--- src/rtl/hbp_pkg.sv ---
package hbp_pkg;
  localparam int unsigned SYNC_STAGES = 2;

  typedef enum logic {
    BUS_SPLIT  = 1'b0,
    BUS_STROBE = 1'b1
  } bus_mode_e;

  // strb_n: write/data strobe pin; aux_n: read strobe or direction pin
  typedef struct packed {
    logic mode;
    logic cs_n;
    logic strb_n;
    logic aux_n;
  } ctrl_t;

  localparam ctrl_t CTRL_IDLE = '{mode: 1'b0, cs_n: 1'b1, strb_n: 1'b1, aux_n: 1'b1};
endpackage

--- src/rtl/hbp_sync.sv ---
module hbp_sync #(
  parameter int unsigned    WIDTH   = 4,
  parameter int unsigned    STAGES  = 2,
  parameter logic [WIDTH-1:0] RST_VAL = '1
) (
  input  logic             clk_i,
  input  logic             rst_ni,
  input  logic [WIDTH-1:0] d_i,
  output logic [WIDTH-1:0] q_o
);
  logic [STAGES-1:0][WIDTH-1:0] stage_q;

  always_ff @(posedge clk_i or negedge rst_ni) begin
    if (!rst_ni) begin
      for (int i = 0; i < int'(STAGES); i++) stage_q[i] <= RST_VAL;
    end else begin
      stage_q[0] <= d_i;
      for (int i = 1; i < int'(STAGES); i++) stage_q[i] <= stage_q[i-1];
    end
  end

  assign q_o = stage_q[STAGES-1];
endmodule

--- src/rtl/hbp_decode.sv ---
module hbp_decode
  import hbp_pkg::*;
(
  input  logic  clk_i,
  input  logic  rst_ni,
  input  ctrl_t ctl_i,
  output logic  wr_pulse_o,
  output logic  rd_en_o
);
  bus_mode_e mode;
  logic      strb_prev_q;
  logic      wr_qual;
  logic      strb_rise;

  assign mode = bus_mode_e'(ctl_i.mode);

  always_ff @(posedge clk_i or negedge rst_ni) begin
    if (!rst_ni) strb_prev_q <= 1'b1;
    else         strb_prev_q <= ctl_i.strb_n;
  end

  // active-low strobe returning high marks the write
  assign strb_rise = ctl_i.strb_n & ~strb_prev_q;

  always_comb begin
    unique case (mode)
      BUS_SPLIT:  begin
        wr_qual = ~ctl_i.cs_n;
        rd_en_o = ~ctl_i.cs_n & ~ctl_i.aux_n;
      end
      BUS_STROBE: begin
        wr_qual = ~ctl_i.cs_n & ~ctl_i.aux_n;
        rd_en_o = ~ctl_i.cs_n & ~ctl_i.strb_n & ctl_i.aux_n;
      end
      default: begin
        wr_qual = 1'b0;
        rd_en_o = 1'b0;
      end
    endcase
  end

  assign wr_pulse_o = strb_rise & wr_qual;
endmodule

--- src/rtl/hbp_regfile.sv ---
module hbp_regfile #(
  parameter int unsigned DATA_W = 16,
  parameter int unsigned ADDR_W = 3,
  localparam int unsigned DEPTH = 1 << ADDR_W
) (
  input  logic                    clk_i,
  input  logic                    rst_ni,
  input  logic                    wr_pulse_i,
  input  logic                    rd_en_i,
  input  logic [ADDR_W-1:0]       addr_i,
  input  logic [DATA_W-1:0]       data_i,
  output logic [DATA_W-1:0]       data_o,
  output logic                    oe_o,
  output logic                    commit_o,
  output logic [ADDR_W-1:0]       hold_addr_o,
  output logic [DATA_W-1:0]       hold_data_o,
  output logic [DEPTH*DATA_W-1:0] mem_flat_o
);
  logic [DATA_W-1:0] hold_data_q;
  logic [ADDR_W-1:0] hold_addr_q;
  logic              commit_q;
  logic [DATA_W-1:0] entry_q [DEPTH];

  always_ff @(posedge clk_i or negedge rst_ni) begin
    if (!rst_ni) begin
      hold_data_q <= '0;
      hold_addr_q <= '0;
      commit_q    <= 1'b0;
    end else begin
      commit_q <= wr_pulse_i;
      if (wr_pulse_i) begin
        hold_data_q <= data_i;
        hold_addr_q <= addr_i;
      end
    end
  end

  for (genvar g = 0; g < int'(DEPTH); g++) begin : g_entry
    always_ff @(posedge clk_i or negedge rst_ni) begin
      if (!rst_ni)                                         entry_q[g] <= '0;
      else if (commit_q && hold_addr_q == ADDR_W'(g))      entry_q[g] <= hold_data_q;
    end
    assign mem_flat_o[g*DATA_W +: DATA_W] = entry_q[g];
  end

  assign data_o      = rd_en_i ? entry_q[addr_i] : '0;
  assign oe_o        = rd_en_i;
  assign commit_o    = commit_q;
  assign hold_addr_o = hold_addr_q;
  assign hold_data_o = hold_data_q;
endmodule

--- src/rtl/host_bus_port.sv ---
module host_bus_port
  import hbp_pkg::*;
#(
  parameter int unsigned DATA_W = 16,
  parameter int unsigned ADDR_W = 3
) (
  input  logic              clk_i,
  input  logic              rst_ni,
  input  logic              mode_i,
  input  logic              cs_ni,
  input  logic              wr_ni,
  input  logic              rd_ni,
  input  logic [ADDR_W-1:0] addr_i,
  input  logic [DATA_W-1:0] data_i,
  output logic [DATA_W-1:0] data_o,
  output logic              data_oe_o
);
  localparam int unsigned DEPTH  = 1 << ADDR_W;
  localparam int unsigned CTRL_W = $bits(ctrl_t);

  ctrl_t                    ctl_raw;
  ctrl_t                    ctl_sync;
  logic [CTRL_W-1:0]        ctl_sync_bits;
  logic                     wr_pulse;
  logic                     rd_en;
  logic                     commit_q;
  logic [ADDR_W-1:0]        hold_addr;
  logic [DATA_W-1:0]        hold_data;
  logic [DEPTH*DATA_W-1:0]  mem_flat;

  assign ctl_raw = '{mode: mode_i, cs_n: cs_ni, strb_n: wr_ni, aux_n: rd_ni};

  hbp_sync #(
    .WIDTH  (CTRL_W),
    .STAGES (SYNC_STAGES),
    .RST_VAL(CTRL_W'(CTRL_IDLE))
  ) u_sync (
    .clk_i (clk_i),
    .rst_ni(rst_ni),
    .d_i   (ctl_raw),
    .q_o   (ctl_sync_bits)
  );

  assign ctl_sync = ctrl_t'(ctl_sync_bits);

  hbp_decode u_decode (
    .clk_i     (clk_i),
    .rst_ni    (rst_ni),
    .ctl_i     (ctl_sync),
    .wr_pulse_o(wr_pulse),
    .rd_en_o   (rd_en)
  );

  hbp_regfile #(
    .DATA_W(DATA_W),
    .ADDR_W(ADDR_W)
  ) u_regfile (
    .clk_i      (clk_i),
    .rst_ni     (rst_ni),
    .wr_pulse_i (wr_pulse),
    .rd_en_i    (rd_en),
    .addr_i     (addr_i),
    .data_i     (data_i),
    .data_o     (data_o),
    .oe_o       (data_oe_o),
    .commit_o   (commit_q),
    .hold_addr_o(hold_addr),
    .hold_data_o(hold_data),
    .mem_flat_o (mem_flat)
  );
endmodule

--- config.mk ---
export PLATFORM = sky130hd
export DESIGN_NAME = host_bus_port
export DESIGN_NICKNAME = d
export VERILOG_FILES = /design/src/rtl/hbp_pkg.sv /design/src/rtl/hbp_sync.sv /design/src/rtl/hbp_decode.sv /design/src/rtl/hbp_regfile.sv /design/src/rtl/host_bus_port.sv
export SDC_FILE = /design/constraint.sdc
export NUM_CORES = 1
export LEC_CHECK = 0
export BUFFER_PORTS_ARGS = -buffer_cell sky130_fd_sc_hd__buf_2
export CORE_ASPECT_RATIO = 1.1
export CORE_MARGIN = 1.5
export CORE_UTILIZATION = 60
export DETAILED_ROUTE_END_ITERATION = 10
export PLACE_DENSITY_LB_ADDON = 0.08
export SETUP_SLACK_MARGIN = 0.1
export SYNTH_ARGS = -nofsm -noshare
export SYNTH_HDL_FRONTEND = slang
export SYNTH_SLANG_ARGS = --single-unit
--- constraint.sdc ---
create_clock -name clk_i -period 2.4 [get_ports clk_i]
set_clock_uncertainty 0.1 [all_clocks]
set_input_delay 0.12 -clock clk_i [delete_from_list [all_inputs] [get_ports clk_i]]
set_output_delay 0.12 -clock clk_i [all_outputs]
set_load 0.05 [all_outputs]
; ---- Word-level counts from Yosys, hierarchy flattened
; Cells that the tools add are included.
[totals]
register_bits = 157
out_inout_bits = 17
word_cells = 48
[classes]
magnitude_cmp = 1
muxes = 6
n_eq_ne = 7
n_bitwise = 11
n_reduce_logical = 9
[ops]
columns = operator, count
row1 = 16-bit binary-select mux with 3-bit select, 1
row2 = 16-bit 2-to-1 mux, 3
row3 = "3-bit equality test, second input constant", 4
row4 = 1-bit logical AND, 8
row5 = "3-bit by 2-bit equality test with 1-bit output, second input constant", 2
row6 = 1-bit bitwise AND, 5
row7 = 1-bit NOT, 5
row8 = "4-bit greater-or-equal comparator, second input constant", 1
row9 = 3-bit NOT with 4-bit output, 1
row10 = 1-bit one-hot mux with 2 select lines, 2
row11 = "3-bit by 1-bit equality test with 1-bit output, second input constant", 1
row12 = 3-bit logical NOT, 1

; ---- Depth between registers and ports, before layout
[depth]
word_depth = 5
mapped_depth = 5

; ---- Hierarchy
; Synthesis repeated with hierarchy kept, for this count alone.
[unflattened]
cells_unflattened = 448
area_unflattened_um2 = 6979.2
[modules_own_cells]
columns = mod, cells_per_inst, n_inst, area_per_inst_um2
row1 = hbp_regfile, 430, 1, 6677.7
row2 = hbp_sync, 12, 1, 237.7
row3 = hbp_decode, 6, 1, 63.8

; ---- Least setup slack after synthesis
; No wires, ideal clock.
[synth_path]
path_type = register to output
from = register u_sync.stage_q (netlist bit u_sync.q_o[0])
to = output data_o[10]
arrival_time_ns = 1.872
path_stages_with_launch = 5
slack_ns = 0.308
path_buffers = 1
path_cell_list = dfstp_2 -> and3b_1 -> o21ai_1 -> clkbuf_1 -> o22ai_1
[synth_via]
elab_chain_len = 4
elab_cells_between_ends = 5
cone_classes = mux: 2 / bitwise: 3
[synth_rtl]
columns = element, line_no
row1 = from (decl), hbp_sync.sv:11  ; logic [STAGES-1:0][WIDTH-1:0] stage_q;
row2 = 1-bit NOT, hbp_decode.sv:29  ; rd_en_o = ~ctl_i.cs_n & ~ctl_i.aux_n;
row3 = 1-bit bitwise AND, hbp_decode.sv:29
row4 = 1-bit one-hot mux with 2 select lines (*), hbp_decode.sv:26  ; unique case (mode)
row5 = 16-bit 2-to-1 mux (*), hbp_regfile.sv:46  ; assign data_o = rd_en_i ? entry_q[addr_i] : '0;
row6 = to (decl), host_bus_port.sv:15  ; output logic [DATA_W-1:0] data_o,
; Every way passes the cells marked *; elsewhere a longest branch is shown, timed or not.

; ---- Final worst setup path
[layout_path]
from = register u_sync.stage_q (netlist bit u_sync.q_o[0])
to = output data_o[2]
; Same word-level chain as after synthesis.

==> out/results.txt <==
Outcome: finished, final reports clean
Clock tree from TritonCTS: built
Peak supply drop: 697 uV
Kind of cell with the highest combined delay on the critical path: buffers and inverters
Uppermost metal layer occupied by signal nets: met4
Synthesized-area fraction occupied by adder cells: 0%
Critical path buffer and inverter count: 3
Die Area: 12200 um2
Post-synth design cell area: 6930 um2
Mux contribution to synthesized area: 34.8%
Switching power: 2.26 mW
Share of synthesized area occupied by flip-flops and latches: 56.8%
Synthesized area per cell: 16.1 um2
# fillers: 744
Total number of H-tree levels: 4
Post-synth top flop: sky130_fd_sc_hd__dfrtp_1
Most common cell in the synthesized netlist: sky130_fd_sc_hd__dfrtp_1
Sequential power share: 46.9%
Pre-Repair DR Iteration Count: 4
Met2 wire length: 7200 um
Async set-or-reset flop fraction in the synthesized netlist: 100%
Clock tree sinks: 157
Buffers added on ports: 41
Syn_nets: 455
Fraction of the mapped netlist area in compound gates: 1.59%
Type of the worst setup path: reg -> out
Total global routing track utilization: 25.2%
Starting density of the core: 60.9%
Cell taking the most area after synthesis: sky130_fd_sc_hd__dfrtp_1
Pin count of the biggest net entering global routing: 85
Internal Pwr Total: 6.79 mW
Routability-driven placement congestion ratio: 0.725
Type of the tightest min-delay check: in -> reg
Minimum clock period: 2.23 ns
Number of pins with negative max-slew slack in the final report: 0
Inserted Clock Buffers: 17
Post-synthesis instance total: 430
Hold violation count in the final report: 0
Req. time, crit path: 2.18 ns
Average vias per placed instance: 5.64
Aggregate global routing overflow: 0
Crit-path cells: and3b_1 -> o21ai_1 -> buf_6 -> buf_4 -> o22ai_1 -> buf_2
XOR/XNOR Fraction of Synth Area: 0%
Count of state elements after synthesis: 157
Number of design rule violations left after detail routing: 0
Global-route wire length before repair: 22700 um
Worst hold margin: 0.0782 ns
WL met1: 5970 um
Vias post-DR: 3831
NumNets Final: 541
Relative slew margins: 69.3%
Main area contributors after synthesis: sky130_fd_sc_hd__dfrtp_1 (54%), sky130_fd_sc_hd__mux2_2 (22%), sky130_fd_sc_hd__mux4_2 (10%)
Vias in the first global route: 4209
EDFF count, synth: 0
Latest clock arrival within the worst-skew pair: 0.42 ns
Synthesis-to-finish area growth: 20.0%
Placeable core region: 11400 um2
Least-Margin Pin Slew: 0.461 ns
Combinational family with the most area after synthesis: multiplexers
Vertical die dimension: 116 um
Clock root buffer master: sky130_fd_sc_hd__clkbuf_16
Area of all placed cells without fillers: 8320 um2
Arrival time worst endpoint: 2.01 ns
Number of standard-cell rows in the floorplan: 41
Worst-path clk slew: 0.06 ns
Post-detailed-routing wire length: 13800 um
Routed wl met3: 369 um
Leading post-synthesis cells by instance count: sky130_fd_sc_hd__dfrtp_1 (150), sky130_fd_sc_hd__mux2_2 (137), sky130_fd_sc_hd__inv_1 (33)
Post-Synth Simple-Gate Area: 2.62%
Half-perimeter wire length after placement: 8840 um
Antenna violations before repair: 0
Crit path capture type: output pin
Clock Power Share: 32.7%
Number of distinct standard cells referenced by the synthesized netlist: 25
Max incr delay on CP: 0.54 ns
Die width: 106 um
Setup-violating endpoint count in the final report: 0
Startpoint Class: flip-flop
Share of the synthesized area in the top cell type: 54.1%
Violation count after the first detailed-route iteration: 132
Placed standard-cell area: 7410 um2
Slowest library cell on the worst path: sky130_fd_sc_hd__dfstp_2
Max-capacitance violation count: 0
Maximum buffer depth of the clock tree: 2
Setup repair after global routing missed its margin: false
Leakage power figure: 3.89 nW
Power density over the cells: 1090 nW/um2
Fraction of final layout cells with drive strength greater than 1: 55.6%
# diodes: 0
Total negative slack for setup checks: 0 ns
Switching portion of total power: 25.0%
Fmax: 0.449 GHz
Per-cell routed wire length: 20.3 um
Count of antenna-violating nets left after detailed routing: 0
Gate power share: 20.4%
Number of placed I/O pins: 42
Period utilization: 92.8%
Synthesis warning total: 0
Maximum fanout count along the critical path: 8
==> flip-flops by register name, summed over array words and instances, names as in the netlist <==
name                   cells
u_regfile.hold_data_o     16
u_regfile.commit_o         1
u_sync.q_o                 4
u_regfile.hold_addr_o      3
u_sync.stage_q             4
u_regfile.mem_flat_o     128
u_decode.strb_prev_q       1
==> path summary, 6_finish.rpt <==
kind / start / to / slack [ns] / cells after the start
max reg2reg: u_regfile.hold_addr_o[0] / u_regfile.mem_flat_o[57] / 0.52 / 3
min reg2reg: u_sync.stage_q[3] / u_sync.q_o[3] / 0.25 / 0
max in group asynchronous: rst_ni / u_regfile.mem_flat_o[123] / 1.64 / 3
max: u_sync.q_o[0] / data_o[2] / 0.17 / 6
min: addr_i[1] / u_regfile.hold_addr_o[1] / 0.08 / 2
min in group asynchronous: rst_ni / u_regfile.mem_flat_o[10] / 0.16 / 3
==> placed cells by master, fill, tap and decap left out, types with 2 or more instances in the layout <==
| master | synthesis | layout |
|---|---|---|
| sky130_fd_sc_hd__mux2_4 | 10 | 10 |
| sky130_fd_sc_hd__clkinvlp_4 | 0 | 2 |
| sky130_fd_sc_hd__clkinv_2 | 0 | 5 |
| sky130_fd_sc_hd__buf_2 | 10 | 33 |
| sky130_fd_sc_hd__mux2_2 | 137 | 137 |
| sky130_fd_sc_hd__o22ai_1 | 16 | 16 |
| sky130_fd_sc_hd__nor2_1 | 5 | 5 |
| sky130_fd_sc_hd__nand4b_2 | 3 | 3 |
| sky130_fd_sc_hd__dfrtp_1 | 150 | 150 |
| sky130_fd_sc_hd__bufinv_16 | 0 | 6 |
| sky130_fd_sc_hd__nand2_1 | 2 | 2 |
| sky130_fd_sc_hd__mux4_2 | 32 | 32 |
| sky130_fd_sc_hd__dfstp_2 | 7 | 7 |
| sky130_fd_sc_hd__inv_1 | 33 | 33 |
| sky130_fd_sc_hd__clkbuf_1 | 2 | 2 |
| sky130_fd_sc_hd__buf_4 | 7 | 29 |
| sky130_fd_sc_hd__nor3b_4 | 2 | 2 |
| sky130_fd_sc_hd__buf_6 | 3 | 3 |
| sky130_fd_sc_hd__buf_12 | 1 | 4 |
| sky130_fd_sc_hd__o21ai_1 | 2 | 2 |
| sky130_fd_sc_hd__dlygate4sd3_1 | 0 | 22 |
| sky130_fd_sc_hd__clkbuf_16 | 0 | 17 |
==> power groups by stage <==
stage               sequential (mW)  combinational, mW  clock (mW)
floorplan                      4.00               1.59           0
global placement               4.22               1.75           0
detailed placement             4.28               1.82           0
CTS                            4.25               1.87        3.00
global route                   4.38               2.02        3.11
finish                         4.25               1.85        2.95
==> final cells by class <==
type / instances / area (um2) / area share (%)
clock buffer: 19 / 433 / 5.20
clock inverter: 13 / 220 / 2.65
inverter: 33 / 124 / 1.49
multi-input combinational: 216 / 2710 / 32.5
sequential: 157 / 3940 / 47.3
tap: 150 / 188 / 2.25
timing repair buffer: 91 / 717 / 8.61
==> what timing repair did <==
item                                    4_1_cts  5_1_grt
hold buffers                                 22        0
cloned                                        0        0
endpoints found under the setup margin        7        5
gates resized for setup                       8        1
hold endpoints to repair                    178        0
buffers inserted                              2        0
==> cell families after synthesis <==
family	after synthesis
buffers and inverters	57
multiplexers	179
flip-flops	157
AO/OA/AOI/OAI	18
AND/OR/NAND/NOR	19
==> metrics by stage <==
| stage | worst slack [ns] | power, mW | cells | utilization [%] |
|---|---|---|---|---|
| after floorplan | 0.308 | 5.59 | 430 | - |
| after global placement | 0.548 | 5.96 | 623 | 65.1 |
| after detailed placement | 0.511 | 6.10 | 623 | 65.1 |
| after CTS | 0.128 | 9.12 | 679 | 73.1 |
| after global routing | 0.110 | 9.51 | 679 | 73.1 |
| final | 0.173 | 9.05 | 679 | 73.1 |
==> routing by layer <==
metal  vias up  track usage (%)
met5         -                0
met4         0             9.01
met3        18             4.22
met2        57             43.6
met1      2010             32.8
li1       1746                -
No activity file was read; power rests on OpenSTA's default activity.
